**src/rtl/busrst_ps2_pkg.sv**
```systemverilog
package busrst_ps2_pkg;
  // Condition selected by the mode input
  typedef enum logic {
    WATCH_PS2 = 1'b0,
    WATCH_SE0 = 1'b1
  } watch_e;
endpackage

```
**src/rtl/busrst_rst_sync.sv**
```systemverilog
module busrst_rst_sync (
  input  logic clk,
  input  logic rst_n,
  output logic rst_sync_n
);
  logic stage_q;

  always_ff @(posedge clk or negedge rst_n) begin
    if (!rst_n) begin
      stage_q    <= 1'b0;
      rst_sync_n <= 1'b0;
    end else begin
      stage_q    <= 1'b1;
      rst_sync_n <= stage_q;
    end
  end
endmodule

```
**src/rtl/busrst_timebase.sv**
```systemverilog
module busrst_timebase #(
  parameter int CYC_PER_TICK   = 768,
  parameter int TICKS_PER_SLOW = 8
) (
  input  logic clk,
  input  logic rst_n,
  input  logic en_fast,
  input  logic en_slow,
  output logic tick_fast,
  output logic tick_slow,
  output logic irq_fast,
  output logic irq_slow
);
  localparam int PW = (CYC_PER_TICK > 1) ? $clog2(CYC_PER_TICK) : 1;
  localparam int SW = (TICKS_PER_SLOW > 1) ? $clog2(TICKS_PER_SLOW) : 1;
  localparam logic [PW-1:0] PRE_LAST  = PW'(CYC_PER_TICK - 1);
  localparam logic [SW-1:0] SLOW_LAST = SW'(TICKS_PER_SLOW - 1);

  logic [PW-1:0] pre_q, pre_d;
  logic [SW-1:0] slow_q, slow_d;
  logic          irq_fast_d, irq_slow_d;

  always_comb begin
    tick_fast  = (pre_q == PRE_LAST);
    tick_slow  = tick_fast && (slow_q == SLOW_LAST);
    pre_d      = tick_fast ? '0 : pre_q + 1'b1;
    slow_d     = slow_q;
    if (tick_fast) begin
      slow_d = (slow_q == SLOW_LAST) ? '0 : slow_q + 1'b1;
    end
    irq_fast_d = tick_fast && en_fast;
    irq_slow_d = tick_slow && en_slow;
  end

  always_ff @(posedge clk or negedge rst_n) begin
    if (!rst_n) begin
      pre_q    <= '0;
      slow_q   <= '0;
      irq_fast <= 1'b0;
      irq_slow <= 1'b0;
    end else begin
      pre_q    <= pre_d;
      slow_q   <= slow_d;
      irq_fast <= irq_fast_d;
      irq_slow <= irq_slow_d;
    end
  end


  fast_gated_chk: assert property (@(posedge clk) disable iff (!rst_n)
    irq_fast |-> $past(en_fast));

  slow_with_fast_chk: assert property (@(posedge clk) disable iff (!rst_n)
    irq_slow |-> $past(tick_fast));
endmodule

```
**src/rtl/busrst_qualifier.sv**
```systemverilog
module busrst_qualifier #(
  parameter int QUAL_TICKS = 2
) (
  input  logic clk,
  input  logic rst_n,
  input  logic tick,
  input  logic usb_mode,
  input  logic cond,
  output logic evt,
  output logic irq
);
  import busrst_ps2_pkg::*;

  localparam int QW = $clog2(QUAL_TICKS + 1);
  localparam logic [QW-1:0] QMAX  = QW'(QUAL_TICKS);
  localparam logic [QW-1:0] QLAST = QW'(QUAL_TICKS - 1);

  watch_e        watch;
  logic [QW-1:0] qcnt_q, qcnt_d;
  logic          evt_d, irq_d;

  assign watch = watch_e'(usb_mode);

  always_comb begin
    qcnt_d = qcnt_q;
    evt_d  = evt;
    irq_d  = 1'b0;
    if (tick) begin
      if (cond) begin
        qcnt_d = (qcnt_q == QMAX) ? qcnt_q : qcnt_q + 1'b1;
        if (!evt && qcnt_q == QLAST) begin
          evt_d = 1'b1;
          irq_d = (watch == WATCH_PS2);
        end
      end else begin
        qcnt_d = '0;
        if (evt) begin
          evt_d = 1'b0;
          irq_d = (watch == WATCH_SE0);
        end
      end
    end
  end

  always_ff @(posedge clk or negedge rst_n) begin
    if (!rst_n) begin
      qcnt_q <= '0;
      evt    <= 1'b0;
      irq    <= 1'b0;
    end else begin
      qcnt_q <= qcnt_d;
      evt    <= evt_d;
      irq    <= irq_d;
    end
  end


  evt_on_tick_chk: assert property (@(posedge clk) disable iff (!rst_n)
    ($rose(evt) || $fell(evt)) |-> $past(tick));

  ps2_irq_at_qual_chk: assert property (@(posedge clk) disable iff (!rst_n)
    ($rose(evt) && !$past(usb_mode)) |-> irq);

  usb_irq_at_end_chk: assert property (@(posedge clk) disable iff (!rst_n)
    (irq && $past(usb_mode)) |-> (!evt && $past(evt)));

  irq_single_chk: assert property (@(posedge clk) disable iff (!rst_n)
    irq |=> !irq);
endmodule

```
**src/rtl/busrst_ps2_detect.sv**
```systemverilog
module busrst_ps2_detect #(
  parameter int CYC_PER_TICK   = 768,
  parameter int TICKS_PER_SLOW = 8,
  parameter int QUAL_TICKS     = 2
) (
  input  logic clk,
  input  logic rst_n,
  input  logic usb_mode,
  input  logic dp,
  input  logic dm,
  input  logic ps2_data,
  input  logic en_fast,
  input  logic en_slow,
  output logic irq_fast,
  output logic irq_slow,
  output logic irq_bus,
  output logic addr_clear
);
  logic rst_sync_n;
  logic tick_fast, tick_slow;
  logic cond;

  busrst_rst_sync u_rst (
    .clk        (clk),
    .rst_n      (rst_n),
    .rst_sync_n (rst_sync_n)
  );

  busrst_timebase #(
    .CYC_PER_TICK   (CYC_PER_TICK),
    .TICKS_PER_SLOW (TICKS_PER_SLOW)
  ) u_tb (
    .clk       (clk),
    .rst_n     (rst_sync_n),
    .en_fast   (en_fast),
    .en_slow   (en_slow),
    .tick_fast (tick_fast),
    .tick_slow (tick_slow),
    .irq_fast  (irq_fast),
    .irq_slow  (irq_slow)
  );

  // single-ended zero versus PS/2 data low
  assign cond = usb_mode ? (!dp && !dm) : !ps2_data;

  busrst_qualifier #(
    .QUAL_TICKS (QUAL_TICKS)
  ) u_qual (
    .clk      (clk),
    .rst_n    (rst_sync_n),
    .tick     (tick_fast),
    .usb_mode (usb_mode),
    .cond     (cond),
    .evt      (addr_clear),
    .irq      (irq_bus)
  );


  reset_quiet_chk: assert property (@(posedge clk)
    !rst_sync_n |-> (!irq_bus && !addr_clear && !irq_fast && !irq_slow));

  bus_on_tick_chk: assert property (@(posedge clk) disable iff (!rst_sync_n)
    irq_bus |-> $past(tick_fast));

  slow_implies_fast_tick_chk: assert property (@(posedge clk) disable iff (!rst_sync_n)
    tick_slow |-> tick_fast);
endmodule

```
**config.mk**
```make
export PLATFORM = sky130hd
export DESIGN_NAME = busrst_ps2_detect
export DESIGN_NICKNAME = d
export VERILOG_FILES = /design/src/rtl/busrst_ps2_pkg.sv /design/src/rtl/busrst_rst_sync.sv /design/src/rtl/busrst_timebase.sv /design/src/rtl/busrst_qualifier.sv /design/src/rtl/busrst_ps2_detect.sv
export SDC_FILE = /design/constraint.sdc
export NUM_CORES = 1
export LEC_CHECK = 0
export ABC_AREA = 1
export BUFFER_PORTS_ARGS = -buffer_cell sky130_fd_sc_hd__buf_2
export CAP_MARGIN = 20
export CORE_UTILIZATION = 45
export DETAILED_ROUTE_END_ITERATION = 6
export GPL_ROUTABILITY_DRIVEN = 1
export HOLD_SLACK_MARGIN = 0.02
export PLACE_DENSITY = 0.71
export SKIP_CTS_REPAIR_TIMING = 1
export SLEW_MARGIN = 10
export SYNTH_ARGS = -nofsm -noshare
export SYNTH_HDL_FRONTEND = slang
export SYNTH_SLANG_ARGS = --single-unit
export TNS_END_PERCENT = 50
```
**constraint.sdc**
```tcl
create_clock -name clk -period 0.8 [get_ports clk]
set_input_delay 0.12 -clock clk [delete_from_list [all_inputs] [get_ports clk]]
set_output_delay 0.12 -clock clk [all_outputs]
set_load 0.03 [all_outputs]
```
==> run metrics <==
status=finished with violations; failing checks=negative setup slack; Int Power=0.00131 W; largest net degree at the start of global routing=20; first-pass GRT wire length=3.49 mm; Initial Utilization=0.478; number of nets with antenna violations after routing=0; die extent in x=50.5 µm; WL final=2.05 mm; VDD IR max=1.36 mV; Cells after Synth=112; Mapped Area=0.00106 mm²; Period Utilization, post-route=1.65; post-synthesis compound-gate area fraction=0.0592; switching power of the nets=0.000377 W; Hold Violations, Final=0; antenna violations before repair=0; Synth area leader=dfrtp_1; DRT Pass-1 Iters=4; most frequent cells in the layout=buf_4 (25), dfrtp_1 (21), nand2_1 (20); P_leak=0.827 nW; Clk pwr share=0.303; post-synthesis adder-cell area fraction=0.0592; area delta synth->final=34.9%; io pins=12; HPWL Detailed=1.50 mm; GPL Wtd Cong=0.725; total power=0.00168 W; WHS Endpoint=u_tb.irq_slow; Synth top area share=0.497; RSZ-0062 raised after global routing=true; Worst setup SP type=flop; HP Start=en_slow; nets=169; Vias=858; Reg2Reg Capture Point=u_qual.qcnt_q[0]; Min-Delay Path Depth=3; root buf cell=clkbuf_4; Critical Path RT=1.00 ns; Rows=17; core area=0.00221 mm²; vias in the first global route=900; DRC viols=0; Max Fclk=0.755 GHz; Ys Warns=0; PD cells=1180 mW/mm²; Num CTS Buffers=3; ratio of cells with drive above 1 in the final layout=0.432; total grt overflow=0; clock-pin slew on the worst setup and hold paths=0.12 ns; # clock sinks=21; Initial DRC Count=6; post-synth net total=125; Max-cap violations=0; drt wl/cell=11.2 µm; WP data arrival=1.53 ns; kind of critical path=flop to flop; Worst Skew=0.00575 ns; setup_tns=-9.01 ns; dominant cells by area after synthesis=dfrtp_1 (50%), nand2_1 (7.5%), ha_1 (5.9%); XOR/XNOR share of the synthesized area=0.0331; hold crit path type=input port to flop; Bufs on Longest Clock Path=2; Yosys reg bits=21; Crit Path Max Fanout=7; Final WS setup=-0.524 ns; Tmin final=1.32 ns; syn_area_per_cell=9.44 µm²; post-synthesis cell type count=24; main combinational cell family by area after synthesis=simple AND/OR/NAND/NOR gates; n_diodes=0; endpoints failing setup=23; GRT Overall Usage=0.187; die height=50.5 µm; Skew-Pair Late Insertion Delay=0.31 ns; switching share of power=0.224; setup slack, reg-to-reg=-0.52 ns; r2r worst-path depth=8; Max Slew Vio Count=0; crit end category=flop; register share of total power=0.637; Vias/cell=4.69; CTS H-Tree Depth=1; combinational power share=0.060; Simple-Gate Fraction of Synth Area=0.288; sequential fraction of the synthesis area=0.497; die area=0.00255 mm²; worst reg2reg path startpoint=u_tb.pre_q[1]; leading cell type in the layout, fill and taps excluded=buf_4; mux contribution to synthesized area=0; Final Core Density=0.645; Port Buf Inserts=11; CTS tree=built
[power groups by stage]
stage	sequential (W)	combinational (W)	clock (W)
after global routing	0.00107	0.000118	0.000582
after detailed placement	0.00109	0.0000939	0
after floorplan	0.00111	0.0000188	0
after global placement	0.00109	0.0000917	0
final	0.00107	0.000101	0.000510
after CTS	0.00107	0.0000948	0.000530
[critical path, stage by stage (launching register included)]
cell     delay [ns]
dfrtp_1        0.43
ha_4           0.17
nand2_4        0.07
nor2_8         0.11
nand2_4        0.08
nor2_8         0.16
nand2_2        0.07
nand2_1        0.07
nand2_1        0.06
[how the worst max path moves through the flow]
stage,end,cells after the start,start,slack [ns]
floorplan,u_tb.slow_q[0],4,u_tb.slow_q[1],-0.40
global placement,u_tb.slow_q[1],7,u_tb.pre_q[1],-0.42
detailed placement,u_qual.qcnt_q[0],8,u_tb.pre_q[1],-0.48
CTS,u_qual.qcnt_q[0],8,u_tb.pre_q[1],-0.53
global route,u_qual.qcnt_q[0],8,u_tb.pre_q[0],-0.59
finish,u_qual.qcnt_q[0],8,u_tb.pre_q[1],-0.52
[cell type report]
cell class / count / area [µm²]
multi-input cells: 76 / 500
flip-flops and latches: 21 / 526
clock buffers: 3 / 22.5
fillers: 192 / 786
repair buffers: 40 / 285
clock inverters: 1 / 5.00
inverters: 14 / 52.6
well taps: 28 / 35.0
[stage by stage]
stage | area, µm² | cells | hold slack, ns | setup WS (ns)
2_1_floorplan | 1080 | 112 | -0.176 | -0.399
4_1_cts | 1390 | 181 | -0.440 | -0.532
6_report | 1430 | 183 | 0.0414 | -0.524
5_1_grt | 1430 | 183 | 0.0213 | -0.589
3_5_place_dp | 1360 | 177 | -0.0943 | -0.483
3_3_place_gp | 1360 | 177 | -0.0964 | -0.416
[cells in the mapped netlist]
cell type / count
or2_1: 2
ha_1: 5
xnor2_1: 1
nand2_1: 21
nand3_2: 1
o21ai_2: 2
xor2_1: 3
nor2_4: 1
nor3b_1: 1
nand3_1: 6
nor2_8: 2
nand2_2: 6
buf_6: 1
inv_1: 11
conb_1: 1
or2_2: 1
nand2_4: 1
a21oi_1: 6
inv_2: 3
nor2_2: 3
o21ai_0: 3
nor2_1: 9
dfrtp_1: 21
nand4_1: 1
[metal layers]
metal | up-vias | part of all wire | GRT usage
li1 | 431 | - | -
met1 | 409 | 0.41 | 0.206
met2 | 12 | 0.55 | 0.344
met3 | 6 | 0.018 | 0.0273
met4 | 0 | 0.020 | 0.0972
met5 | - | 0 | 0
[kinds of logic after synthesis]
| kind of cell | Yosys count |
|---|---|
| simple gates | 55 |
| flops | 21 |
| buf+inv | 15 |
| compound gates | 11 |
| fa+ha+maj | 5 |
| xor+xnor | 4 |
| other cells | 1 |
[registers in the layout, summed over array words and instances (netlist names)]
name and cells:
u_qual.evt 1, u_qual.irq 1, u_qual.qcnt_q 2, u_rst.rst_sync_n 1, u_rst.stage_q 1, u_tb.irq_fast 1, u_tb.irq_slow 1, u_tb.pre_q 10
u_tb.slow_q 3
Power figures use the tool's default switching activity.
